<file path="config.mk">
export PLATFORM = sky130hd
export DESIGN_NAME = sysref_align_ctrl
export DESIGN_NICKNAME = d
export VERILOG_FILES = /design/src/rtl/sysref_align_pkg.sv /design/src/rtl/sync_edge_detect.sv /design/src/rtl/window_meter.sv /design/src/rtl/align_delay.sv /design/src/rtl/sysref_divider.sv /design/src/rtl/sysref_align_ctrl.sv
export SDC_FILE = /design/constraint.sdc
export NUM_CORES = 1
export LEC_CHECK = 0
export ABC_AREA = 1
export BUFFER_PORTS_ARGS = -buffer_cell sky130_fd_sc_hd__buf_4
export CAP_MARGIN = 30
export CORE_ASPECT_RATIO = 0.8
export CORE_MARGIN = 4
export CORE_UTILIZATION = 30
export CTS_BUF_LIST = sky130_fd_sc_hd__clkbuf_8
export DETAILED_ROUTE_END_ITERATION = 16
export PLACE_DENSITY = 0.45
export REMOVE_ABC_BUFFERS = 1
export SLEW_MARGIN = 15
export SYNTH_ARGS = -nofsm -noshare
export SYNTH_HDL_FRONTEND = slang
export SYNTH_HIERARCHICAL = 1
export SYNTH_SLANG_ARGS = --single-unit
</file>
<file path="constraint.sdc">
create_clock -name clk -period 7.35 [get_ports clk]
set_input_delay 1.1025 -clock clk [delete_from_list [all_inputs] [get_ports clk]]
set_output_delay 1.1025 -clock clk [all_outputs]
set_load 0.02 [all_outputs]
</file>
<file path="src/rtl/sysref_align_pkg.sv">
package sysref_align_pkg;

  typedef enum logic [1:0] {
    MODE_SYNC = 2'd0,
    MODE_REQ  = 2'd1,
    MODE_WIN  = 2'd2,
    MODE_RSVD = 2'd3
  } align_mode_e;

endpackage

</file>
<file path="src/rtl/sync_edge_detect.sv">
module sync_edge_detect #(
  parameter int STAGES = 2
) (
  input  logic clk,
  input  logic rst,
  input  logic sync_i,
  output logic rise_o
);
  localparam int LAST = STAGES - 1;

  logic [LAST:0] pipe;
  logic          prev_q;

  // capture chain on the falling edge, clear of the rising-edge window
  generate
    for (genvar g = 0; g < STAGES; g++) begin : g_stage
      if (g == 0) begin : g_first
        always_ff @(negedge clk) begin
          if (rst) pipe[g] <= 1'b0;
          else     pipe[g] <= sync_i;
        end
      end else begin : g_next
        always_ff @(negedge clk) begin
          if (rst) pipe[g] <= 1'b0;
          else     pipe[g] <= pipe[g-1];
        end
      end
    end
  endgenerate

  always_ff @(posedge clk) begin
    if (rst) prev_q <= 1'b1;
    else     prev_q <= pipe[LAST];
  end

  assign rise_o = pipe[LAST] & ~prev_q;

endmodule

</file>
<file path="src/rtl/window_meter.sv">
module window_meter #(
  parameter int PH_W = 6
) (
  input  logic            clk,
  input  logic            rst,
  input  logic            in_window,
  input  logic            enter,
  input  logic            hit,
  output logic [PH_W-1:0] pos_o,
  output logic            valid_o
);
  logic [PH_W-1:0] phase_q;

  always_ff @(posedge clk) begin
    if (rst || enter)   phase_q <= '0;
    else if (in_window) phase_q <= phase_q + 1'b1;
  end

  always_ff @(posedge clk) begin
    if (rst) begin
      pos_o   <= '0;
      valid_o <= 1'b0;
    end else if (enter) begin
      valid_o <= 1'b0;
    end else if (hit) begin
      pos_o   <= phase_q;
      valid_o <= 1'b1;
    end
  end

endmodule

</file>
<file path="src/rtl/align_delay.sv">
module align_delay #(
  parameter int DLY_W = 6
) (
  input  logic             clk,
  input  logic             rst,
  input  logic             start,
  input  logic             cancel,
  input  logic [DLY_W-1:0] dly_i,
  output logic             busy_o,
  output logic             fire_o
);
  logic [DLY_W-1:0] cnt_q;

  assign fire_o = busy_o && (cnt_q == '0) && !cancel;

  always_ff @(posedge clk) begin
    if (rst || cancel) begin
      busy_o <= 1'b0;
      cnt_q  <= '0;
    end else if (start) begin
      busy_o <= 1'b1;
      cnt_q  <= dly_i;
    end else if (busy_o) begin
      if (cnt_q == '0) busy_o <= 1'b0;
      else             cnt_q  <= cnt_q - 1'b1;
    end
  end

endmodule

</file>
<file path="src/rtl/sysref_divider.sv">
module sysref_divider #(
  parameter int DIV_W   = 11,
  parameter int DIV_MIN = 2,
  parameter int DIV_MAX = 1024
) (
  input  logic             clk,
  input  logic             rst,
  input  logic             clr,
  input  logic             en,
  input  logic [DIV_W-1:0] div_i,
  output logic             out_o
);
  localparam logic [DIV_W-1:0] LO = DIV_W'(DIV_MIN);
  localparam logic [DIV_W-1:0] HI = DIV_W'(DIV_MAX);

  logic [DIV_W-1:0] period;
  logic [DIV_W-1:0] half;
  logic [DIV_W-1:0] ph_q;

  always_comb begin
    if (div_i < LO)      period = LO;
    else if (div_i > HI) period = HI;
    else                 period = div_i;
    half = period >> 1;
  end

  always_ff @(posedge clk) begin
    if (rst || clr) begin
      ph_q  <= '0;
      out_o <= 1'b0;
    end else begin
      ph_q  <= (ph_q >= period - 1'b1) ? '0 : ph_q + 1'b1;
      out_o <= en && (ph_q < half);
    end
  end

endmodule

</file>
<file path="src/rtl/sysref_align_ctrl.sv">
module sysref_align_ctrl
  import sysref_align_pkg::*;
#(
  parameter int DLY_W       = 6,
  parameter int PH_W        = 6,
  parameter int DIV_W       = 11,
  parameter int DIV_MIN     = 2,
  parameter int DIV_MAX     = 1024,
  parameter int SYNC_STAGES = 2
) (
  input  logic             clk,
  input  logic             rst,
  input  logic [1:0]       mode_i,
  input  logic             stop_i,
  input  logic [DLY_W-1:0] delay_i,
  input  logic [DIV_W-1:0] div_i,
  input  logic             sync_i,
  output logic             sysref_o,
  output logic [PH_W-1:0]  win_pos_o,
  output logic             win_valid_o
);
  align_mode_e mode_q;
  logic        mode_chg;
  logic        lock_q;
  logic        rise;
  logic        accept;
  logic        dly_busy;
  logic        fire;

  assign mode_chg = (mode_i != mode_q);
  assign accept   = rise && !lock_q && !mode_chg;

  always_ff @(posedge clk) begin
    if (rst) mode_q <= MODE_REQ;
    else     mode_q <= align_mode_e'(mode_i);
  end

  // lockout: taken on an accepted edge when stop is set, released by any mode change
  always_ff @(posedge clk) begin
    if (rst || mode_chg)       lock_q <= 1'b0;
    else if (accept && stop_i) lock_q <= 1'b1;
  end

  sync_edge_detect #(.STAGES(SYNC_STAGES)) u_edge (
    .clk    (clk),
    .rst    (rst),
    .sync_i (sync_i),
    .rise_o (rise)
  );

  window_meter #(.PH_W(PH_W)) u_win (
    .clk       (clk),
    .rst       (rst),
    .in_window (mode_q == MODE_WIN),
    .enter     (mode_chg && (mode_i == MODE_WIN)),
    .hit       (accept && (mode_q == MODE_WIN)),
    .pos_o     (win_pos_o),
    .valid_o   (win_valid_o)
  );

  align_delay #(.DLY_W(DLY_W)) u_dly (
    .clk    (clk),
    .rst    (rst),
    .start  (accept && (mode_q == MODE_SYNC)),
    .cancel (mode_chg),
    .dly_i  (delay_i),
    .busy_o (dly_busy),
    .fire_o (fire)
  );

  sysref_divider #(.DIV_W(DIV_W), .DIV_MIN(DIV_MIN), .DIV_MAX(DIV_MAX)) u_div (
    .clk   (clk),
    .rst   (rst),
    .clr   (fire),
    .en    (mode_q == MODE_REQ),
    .div_i (div_i),
    .out_o (sysref_o)
  );

endmodule

</file>
==> flow_summary.json <==
{
  "grt_overflow": 0,
  "area_delta_synth_final_pct": 18.5,
  "final_nets": 436,
  "die_area_mm2": 0.00983,
  "drive_gt1_share_pct": 16.5,
  "rsz0062_at_grt": "false",
  "synth_ff_type": "dfxtp_1",
  "numCtsBuffers": 5,
  "io_buffers": 30,
  "avgSynthCellArea_um2": 7.07,
  "max_stage_delay_ps": 320,
  "grt_pass1_vias": 1942,
  "io_pins": 31,
  "synth_cell_types": 35,
  "cts_root_buffer": "clkbuf_8",
  "post-cts-setup-buffers": 0,
  "ys_warn_count": 6,
  "ir_worst_vdd_mv": 0.0802,
  "drt_first_iter_violations": 76,
  "synth_edf_count": 0,
  "path_clk_slew_ps": 80,
  "place_congestion": 0.826,
  "async_flop_share_pct": 0,
  "required_ps": 7530,
  "antenna_left": 0,
  "drtPass1Iterations": 4,
  "p_per_area_mw_per_mm2": 157,
  "critical_path_class": "reg -> reg",
  "grt_use_total_pct": 12.1,
  "status": "complete, no violations",
  "slew_viol_final": 0,
  "report.final.hold_viol_count": 0,
  "initial_core_util_pct": 31.1,
  "core_mm2": 0.00802,
  "final_area_mm2": 0.00295,
  "vias": 2204,
  "chipWidth_um": 110,
  "avgViaCountPerCell": 4.43,
  "grt_max_degree": 16,
  "met3_length_um": 147,
  "wl_met1_um": 3130,
  "worstHoldPathType": "reg -> reg",
  "cp_max_fo": 7,
  "htree_levels": 2,
  "antenna_found_initial": 0,
  "setup_violations": 0,
  "die_y_um": 89.5,
  "rows": 29,
  "multi_input_area_mm2": 0.00157,
  "synth-seq-cells": 38,
  "nFillCells": 863,
  "cts.repair.resized": 0,
  "cts.sinks": 38,
  "crit_path_frequent_cell": "nor2_1",
  "grt_pass1_wl_um": 9520,
  "worstSkewPairLatency_ps": 340,
  "routed_wl_um": 5590,
  "synth_seq_area_share_pct": 30.6,
  "post-route-util_pct": 36.8,
  "cp_num_buf_inv": 3,
  "drv_cap": 0,
  "hold_buffers": 0,
  "routed.top_layer": "met4",
  "slew_headroom_pct": 59.9,
  "diodes": 0,
  "tns_ps": 0,
  "placed_area_mm2": 0.00284,
  "end_kind": "register",
  "routedWlPerCell_um": 11.2,
  "startpoint_type": "register",
  "worst_pin_slew_ps": 597,
  "leakage_nw": 1.28,
  "synth_area_mm2": 0.00249,
  "cts.path.max_buffers": 2,
  "arrival_ps": 5650,
  "post-dp-hpwl_um": 4530,
  "netlist_instances": 352,
  "drc": 0,
  "critPathTopFamily": "simple AND/OR/NAND/NOR gates",
  "crit_path_cell_trace": "inv_1 -> nor2_1 -> inv_1 -> nor2_8 -> nand2_2 -> nor2_1 -> inv_1 -> nand3_1 -> nor2_1 -> nor2_1 -> nor2_1",
  "fin_skew_ps": 59.4,
  "regArea_um2": 761,
  "dr_wl_met2_um": 2260,
  "cts_tree": "yes",
  "crit_slowest_cell": "nor2_1"
}
-- cells by family after synthesis --
kind of cell / share of synthesized area (%)
AND/OR/NAND/NOR: 35.2
XOR/XNOR: 4.22
buffers and inverters: 6.38
flip-flops: 30.6
AO/OA/AOI/OAI: 11.1
adder cells (fa/ha/maj): 12.6
-- area by class of cell --
type                    instances  area share (%)
clock buffers                   5            2.33
clock inverters                 5            1.74
inverters                      36            4.75
multi-input cells             275            53.2
flip-flops and latches         38            25.8
well taps                     108            4.58
repair buffers                 30            7.63
-- path summary, 6_finish.rpt --
kind	startpoint	end	slack, ps	cells past startpoint
min	u_edge/pipe[0]	u_edge/pipe[1]	400	2
max	u_edge/pipe[1]	u_dly/cnt_q[5]	1880	11
min reg2reg	u_edge/pipe[0]	u_edge/pipe[1]	400	2
max reg2reg	u_edge/pipe[1]	u_dly/cnt_q[5]	1880	11
-- registers in the layout, indices dropped and copies added (netlist names) --
register,cells
u_div/ph_q,11
u_div/out_o,1
u_win/valid_o,1
u_win/pos_o,6
u_win/phase_q,6
lock_q,1
u_edge/prev_q,1
u_dly/busy_o,1
u_dly/cnt_q,6
mode_q,2
u_edge/pipe,2
-- Yosys cell counts (all sizes together) (2+ instances only) --
cell,number,area [um2]
nand3,13,70.1
nor3,7,35.0
nand2,91,362
ha,25,313
o21ai,13,65.1
a21oi,27,143
xnor2,7,61.3
dfxtp,38,761
or2,4,25.0
inv,36,135
nand3b,2,15.0
xor2,5,43.8
nand4,10,62.6
nor3b,2,15.0
nor2,61,283
o41ai,2,17.5
-- worst reg2reg max path, delay by kind of cell, from the launching register on --
family / cells / cell delay, ps
AND/OR/NAND/NOR: 8 / 970
buffers and inverters: 3 / 380
flip-flops: 1 / 290
-- through the flow --
stage	instances	total power, W	hold WS, ps	worst slack (ps)
floorplan	350	0.000263	388	2220
global placement	488	0.000289	392	2010
detailed placement	488	0.000289	395	1920
CTS	497	0.000471	400	1860
global route	497	0.000493	420	1640
finish	497	0.000464	397	1880
-- power by group --
group          internal (W)  switching (W)
combinational     0.0000287      0.0000403
clock              0.000102      0.0000798
sequential         0.000210     0.00000315
total              0.000340       0.000123
-- layout by cell type (no fill, tap or decap), types with 7 or more instances in the layout --
master,count
nand2_1,85
nor2_1,53
dfxtp_1,38
inv_1,34
buf_4,30
a21oi_1,25
ha_1,25
nand3_1,12
nand4_1,10
o21ai_0,10
xnor2_1,7
nor3_1,7
-- per-layer routing --
layer  vias to the layer above  GRT usage (%)
li1                       1222              -
met1                       954           18.8
met2                        24           16.4
met3                         4           2.45
met4                         0           3.28
met5                         -              0
No activity file was read; power rests on OpenSTA's default activity.
